$ cat config.mk
export PLATFORM = sky130hd
export DESIGN_NAME = irq_arbiter
export DESIGN_NICKNAME = d
export VERILOG_FILES = /design/src/rtl/irq_arb_pkg.sv /design/src/rtl/irq_arb_control.sv /design/src/rtl/irq_arb_datapath.sv /design/src/rtl/irq_arbiter.sv
export SDC_FILE = /design/constraint.sdc
export NUM_CORES = 1
export LEC_CHECK = 0
export ABC_AREA = 1
export BUFFER_PORTS_ARGS = -buffer_cell sky130_fd_sc_hd__buf_2
export CORE_MARGIN = 5
export CORE_UTILIZATION = 41
export DETAILED_ROUTE_END_ITERATION = 6
export PLACE_DENSITY = 0.77
export SLEW_MARGIN = 20
export SYNTH_ARGS = -nofsm -noshare
export SYNTH_HDL_FRONTEND = slang
export SYNTH_SLANG_ARGS = --single-unit
$ cat constraint.sdc
create_clock -name clk -period 1.09 [get_ports clk]
set_input_delay 0.0545 -clock clk [delete_from_list [all_inputs] [get_ports clk]]
set_output_delay 0.0545 -clock clk [all_outputs]
set_load 0.005 [all_outputs]
$ cat src/rtl/irq_arb_pkg.sv
package irq_arb_pkg;
  // Strobes from control to datapath for one arbitration edge
  typedef struct packed {
    logic take;     // an acceptance happens on this edge
    logic takeNmi;  // the accepted source is the non-maskable one
  } arbStrobe_t;
endpackage

$ cat src/rtl/irq_arb_control.sv
module irq_arb_control
  import irq_arb_pkg::*;
(
  input  logic       clk,
  input  logic       rstN,
  input  logic       nmiIn,
  input  logic       instrEnd,
  input  logic       candValid,
  output arbStrobe_t strobe
);
  logic nmiPrev;
  logic nmiPend;
  logic nmiEdge;

  assign nmiEdge = nmiIn & ~nmiPrev;

  always_comb begin
    strobe = '0;
    if (instrEnd) begin
      if (nmiPend) begin
        strobe.take    = 1'b1;
        strobe.takeNmi = 1'b1;
      end else if (candValid) begin
        strobe.take = 1'b1;
      end
    end
  end

  always_ff @(posedge clk or negedge rstN) begin
    if (!rstN) begin
      nmiPrev <= 1'b0;
      nmiPend <= 1'b0;
    end else begin
      nmiPrev <= nmiIn;
      nmiPend <= (nmiPend & ~strobe.takeNmi) | nmiEdge;
    end
  end
endmodule

$ cat src/rtl/irq_arb_datapath.sv
module irq_arb_datapath
  import irq_arb_pkg::*;
#(
  parameter int NUM_SRC = 8,
  parameter int VEC_W   = 6,
  parameter int NMI_VEC = 7
) (
  input  logic               clk,
  input  logic               rstN,
  input  logic [NUM_SRC-1:0] srcReq,
  input  logic [NUM_SRC-1:0] srcEn,
  input  logic [NUM_SRC-1:0] srcLevel,
  input  logic               maskI,
  input  logic               maskUi,
  input  arbStrobe_t         strobe,
  output logic               candValid,
  output logic               acceptPulse,
  output logic [VEC_W-1:0]   acceptVec,
  output logic               newMaskI,
  output logic               newMaskUi
);
  localparam int IDX_W = (NUM_SRC > 1) ? $clog2(NUM_SRC) : 1;
  localparam logic [VEC_W-1:0] NMI_V  = VEC_W'(NMI_VEC);
  localparam logic [VEC_W-1:0] BASE_V = VEC_W'(NMI_VEC + 1);

  logic [NUM_SRC-1:0] pending;
  logic [NUM_SRC-1:0] hiReq;
  logic [NUM_SRC-1:0] loReq;
  logic [NUM_SRC-1:0] hiElig;
  logic [NUM_SRC-1:0] loElig;
  logic [NUM_SRC-1:0] chosenSet;
  logic [IDX_W-1:0]   candIdx;
  logic               allowHi;
  logic               allowLo;

  // Per-source gating, one slice per source
  for (genvar g = 0; g < NUM_SRC; g++) begin : gSrc
    assign pending[g] = srcReq[g] & srcEn[g];
    assign hiReq[g]   = pending[g] & srcLevel[g];
    assign loReq[g]   = pending[g] & ~srcLevel[g];
  end

  assign allowHi = ~maskI | ~maskUi;
  assign allowLo = ~maskI;
  assign hiElig  = allowHi ? hiReq : '0;
  assign loElig  = allowLo ? loReq : '0;
  assign chosenSet = (|hiElig) ? hiElig : loElig;
  assign candValid = |chosenSet;

  // Lowest index of the chosen set wins
  always_comb begin
    candIdx = '0;
    for (int i = NUM_SRC - 1; i >= 0; i--) begin
      if (chosenSet[i]) candIdx = IDX_W'(i);
    end
  end

  always_ff @(posedge clk or negedge rstN) begin
    if (!rstN) begin
      acceptPulse <= 1'b0;
      acceptVec   <= '0;
      newMaskI    <= 1'b0;
      newMaskUi   <= 1'b0;
    end else begin
      acceptPulse <= strobe.take;
      newMaskI    <= strobe.take;
      newMaskUi   <= strobe.take;
      if (strobe.take) begin
        acceptVec <= strobe.takeNmi ? NMI_V : BASE_V + VEC_W'(candIdx);
      end
    end
  end
endmodule

$ cat src/rtl/irq_arbiter.sv
module irq_arbiter #(
  parameter int NUM_SRC = 8,
  parameter int VEC_W   = 6,
  parameter int NMI_VEC = 7
) (
  input  logic               clk,
  input  logic               rstN,
  input  logic [NUM_SRC-1:0] srcReq,
  input  logic [NUM_SRC-1:0] srcEn,
  input  logic [NUM_SRC-1:0] srcLevel,
  input  logic               nmiIn,
  input  logic               maskI,
  input  logic               maskUi,
  input  logic               instrEnd,
  output logic               acceptPulse,
  output logic [VEC_W-1:0]   acceptVec,
  output logic               newMaskI,
  output logic               newMaskUi
);
  irq_arb_pkg::arbStrobe_t strobe;
  logic candValid;

  irq_arb_control uCtl (
    .clk(clk), .rstN(rstN), .nmiIn(nmiIn), .instrEnd(instrEnd),
    .candValid(candValid), .strobe(strobe)
  );

  irq_arb_datapath #(.NUM_SRC(NUM_SRC), .VEC_W(VEC_W), .NMI_VEC(NMI_VEC)) uDp (
    .clk(clk), .rstN(rstN), .srcReq(srcReq), .srcEn(srcEn), .srcLevel(srcLevel),
    .maskI(maskI), .maskUi(maskUi), .strobe(strobe), .candValid(candValid),
    .acceptPulse(acceptPulse), .acceptVec(acceptVec),
    .newMaskI(newMaskI), .newMaskUi(newMaskUi)
  );
endmodule

After elaboration in Yosys (flattened, before gate mapping)
Index checks and enable logic that the tools add are counted.

$add $sub $neg: 1. Multiply operators: 0. Div/mod/pow operators: 0. $lt $le $gt $ge: 0. Eq/ne operators: 0. Shifts and indexed selects: 0. Multiplexer cells: 16. Bitwise logic cells: 40. Reductions and logical operators: 2.

Operators by type and width (number): AND 1 bit (26); 2-to-1 mux 3 bit (8); 2-to-1 mux 8 bit (3); OR reduction 8 bit (2); inverter 1 bit (12); 2-to-1 mux 6 bit (1); adder 4 x 3 -> 5 bit (first input constant) (1); 2-to-1 mux 1 bit (3); 2-to-1 mux 2 bit (1); OR 1 bit (2).

Register bits after elaboration: 9. Bits in latches: 0. Bits in writable memories: 0. Memory bits (read-only): 0. Input bits: 30. Output and inout port bits: 9. Memories: 0.

Longest topological paths before layout
Depth after elaboration: 15. Gate-level depth with buffers: 16. Gate-level depth less buffers: 16.

Cells and area by module
A second synthesis with hierarchy kept.

Cells, all modules: 111. Area total of the unflattened synthesis: 668.1 sq um.

By module, submodules not included: irq_arb_datapath (times used 1, cells an instance 100, area each 584.3 sq um, sequential area each 125.1 sq um); irq_arb_control (times used 1, cells an instance 11, area each 83.8 sq um, sequential area each 50.0 sq um).

Worst setup path before layout
No wires, ideal clock.

Kind: input to register. Start point: input maskUi. End point: register uDp.acceptVec[2]. Arrival time: 1.179 ns. Required time: 0.971 ns. Path slack: -0.208 ns. Stages: 11. Buffers on the path: 0. Cell sequence: nand2_4 > nand4_1 > nand2_1 > nor2_2 > nand2_2 > o21bai_1 > nor2_1 > nand2_2 > o21ai_2 > nand2_1 > o21a_1.

RTL lines: start: declaration (line irq_arbiter.sv:13) `input logic maskUi,`; end signal: assignment (line irq_arb_datapath.sv:69) `acceptVec <= strobe.takeNmi ? NMI_V : BASE_V + VEC_W'(candIdx);`; end: declaration (line irq_arb_datapath.sv:18) `output logic [VEC_W-1:0] acceptVec,`.

==> qor.csv <==
metric,value,unit
GRT Residual Overflow,0,
Area growth syn-to-layout,83.6,%
Clock Skews,0.00380,ns
Leak,0.612,nW
Internal,0.668,mW
Clock transition at path regs,0.05,ns
min cycle time layout,1.36,ns
area share of the largest cell type after synthesis,27.7,%
CP max stage cell,o21ai_2,
total CTS buffers,3,
share of cells above drive strength 1,56.5,%
TritonRoute pass-1 iters,4,
# H-tree levels,1,
Crit path required time,1.23,ns
register area share after synthesis,27.7,%
final hold slack,0.125,ns
vias in the first global route,759,
failing checks,negative setup slack,
"Hold Vio Cnt, Final",0,
Tot GR Track Use,15.3,%
final count of negative-setup-slack endpoints,5,
power per standard cell area,889,nW/um^2
"IR drop worst, VDD",0.716,mV
Synthesis Warnings,0,
synthesis-stage register bit count,7,
Initial Util,42.5,%
clock sinks,7,
drt wl/cell,12.6,microns
Chip Height,49.3,microns
I/O pin total,39,
Buf/Inv on CP,1,
CP max stage delay,0.19,ns
Max Cap Viol,0,
nets,192,
port bufs,36,
gp weighted congestion,0.804,
Post-DRT Antenna Nets,0,
"Slew Viols, Final",0,
RSZ-0062 raised after global routing,yes,
Clk pwr share,22.6,%
Setup crit end kind,register,
largest net degree at the start of global routing,9,
Yosys top cell by area,dfrtp_1,
WP data arrival,1.50,ns
detailed router's first-iteration violation count,23,
setup ws final,-0.274,ns
ant diodes,0,
core area,1490,sq um
crit-path most repeated cell,nand2_2,
Critical Path Source Type,primary input,
combinational share of power,45.9,%
root buffer cell,clkbuf_4,
class of the most critical setup path,in2reg,
predominant post-synthesis flop cell,dfrtp_1,
Mapped Cells,104,
final cell count without fillers,177,
distinct cell type count after synthesis,20,
"Critical Path, Cell by Cell",buf_8 -> nand2_8 -> nand4_1 -> nand2_2 -> nor2_4 -> nand2_4 -> o21bai_4 -> nor2_2 -> nand2_2 -> o21ai_2 -> nand2_1 -> o21a_1,
DIE AREA,2430,sq um
residual DRC count,0,
clock tree buffer depth,2,
placed cells,159,
Post-synth ARST share,100,%
Sw Pwr,0.365,mW
synth cell count leaders,"32 x nand2_1, 16 x inv_1, 9 x nand4_1, 9 x nor2_1, 7 x dfrtp_1",
die width,49.3,microns
Post-Route WL,2230,microns
result of the run,finished with violations,
DP HPWL,1320,microns
most common cell in the netlist,nand2_1,
first-pass GRT wire length,3050,microns
Synth Cell Area,633,sq um
mean number of vias per cell,5.03,
final period utilization,125,%
sw frac,35.3,%
cell class contributing the biggest share of worst-path delay,simple AND/OR/NAND/NOR gates,
Max Fanout on Critical Path,8,
initial antenna violation count,0,
Placement Setup Slack,-0.443,ns
largest cells by area after synthesis,"dfrtp_1 28%, nand2_1 19%, inv_1 9.5%",
fin area,1160,sq um
Final Total Pwr,1.03,mW
fmax,733,MHz
"Clk Latency, worst-skew pair",0.25,ns
vias,890,
"Avg Cell Area, Syn",6.09,sq um
placed cell area,852,sq um
Reg power frac,31.4,%
CTS tree,done,
Hold WC Path Type,in2reg,
row cnt,14,
"EDFF count, synth",0,
sequential cells by signal, summed over array words and instances (netlist names):
signal,cells
uCtl.nmiPrev,1
uCtl.nmiPend,1
uDp.acceptPulse,1
uDp.acceptVec,4
placed cells by master (no fill, tap or decap):
cell	synthesis	final
a21oi_2	0	2
buf_2	0	30
buf_4	4	17
buf_6	0	5
buf_8	0	2
clkbuf_1	0	1
clkbuf_4	0	3
conb_1	1	2
dfrtp_1	7	7
dlygate4sd3_1	0	2
inv_1	16	13
inv_2	0	3
nand2_1	32	20
nand2_2	2	13
nand2_4	1	1
nand2_8	0	1
nand3_1	5	4
nand3_2	0	1
nand4_1	9	9
nor2_1	9	4
nor2_2	2	4
nor2_4	0	3
nor3_1	3	3
o211ai_1	1	1
o21a_1	1	1
o21ai_1	5	2
o21ai_2	1	3
o21ai_4	0	2
o21bai_4	0	1
o22ai_1	1	1
path summary, 6_finish.rpt:
check	from	endpoint	slack, ns	cells past startpoint
setup / recovery	maskI	uDp.acceptVec[2]$_DFFE_PN0P_	-0.27	12
hold / removal	instrEnd	uCtl.nmiPend$_DFF_PN0_	0.13	2
setup reg to reg	uCtl.nmiPend$_DFF_PN0_	uDp.acceptVec[0]$_DFFE_PN0P_	0.18	4
hold reg to reg	uCtl.nmiPrev$_DFF_PN0_	uCtl.nmiPend$_DFF_PN0_	0.42	1
max in group asynchronous	rstN	uCtl.nmiPrev$_DFF_PN0_	0.77	2
min in group asynchronous	rstN	uDp.acceptVec[3]$_DFFE_PN0P_	0.16	2
power groups by stage:
| stage | sequential (mW) | clock [mW] | combinational [mW] |
|---|---|---|---|
| finish | 0.325 | 0.234 | 0.475 |
| global placement | 0.327 | 0 | 0.318 |
| CTS | 0.323 | 0.242 | 0.368 |
| detailed placement | 0.327 | 0 | 0.325 |
| floorplan | 0.331 | 0 | 0.176 |
| global route | 0.331 | 0.257 | 0.518 |
worst reg2reg max path: stages (launching register included):
cell     delay [ns]
dfrtp_1        0.40
inv_1          0.12
nand2_2        0.08
a21oi_2        0.16
a21oi_2        0.04
logic make-up after synthesis:
family | synth area share (%)
simple gates | 45.3
buf+inv | 14.2
other cells | 0.592
flops | 27.7
compound gates | 12.3
metal layers:
metal / GRT usage (%) / routed length, microns / vias to the layer above
met2: 24.5 / 1120 / 36
met3: 4.89 / 154 / 7
met1: 19.5 / 924 / 395
met4: 4.04 / 34 / 0
met5: 0 / 0 / -
li1: - / - / 452
final cells by class:
cell class                 count  area (sq um)
clock buffer                   4          26.3
tap                           16          20.0
multi-input combinational     78           497
fill                          95           327
sequential                     7           175
timing repair buffer          56           384
inverter                      16          60.1
per-stage QoR:
stage	TNS, ns	utilization [%]
global placement	-1.79	57.2
finish	-1.04	78.1
detailed placement	-1.92	57.2
CTS	-0.406	66.5
floorplan	-0.551	-
global route	-1.39	78.1
timing repair:
item                                    in CTS  in global routing
hold buffers                                 2                  0
hold endpoints to repair                     8                  0
setup buffers                                5                  7
resized for setup                           11                 34
endpoints found under the setup margin       5                  5
pin swaps                                    4                 27
(Power assumes the default switching activity.)
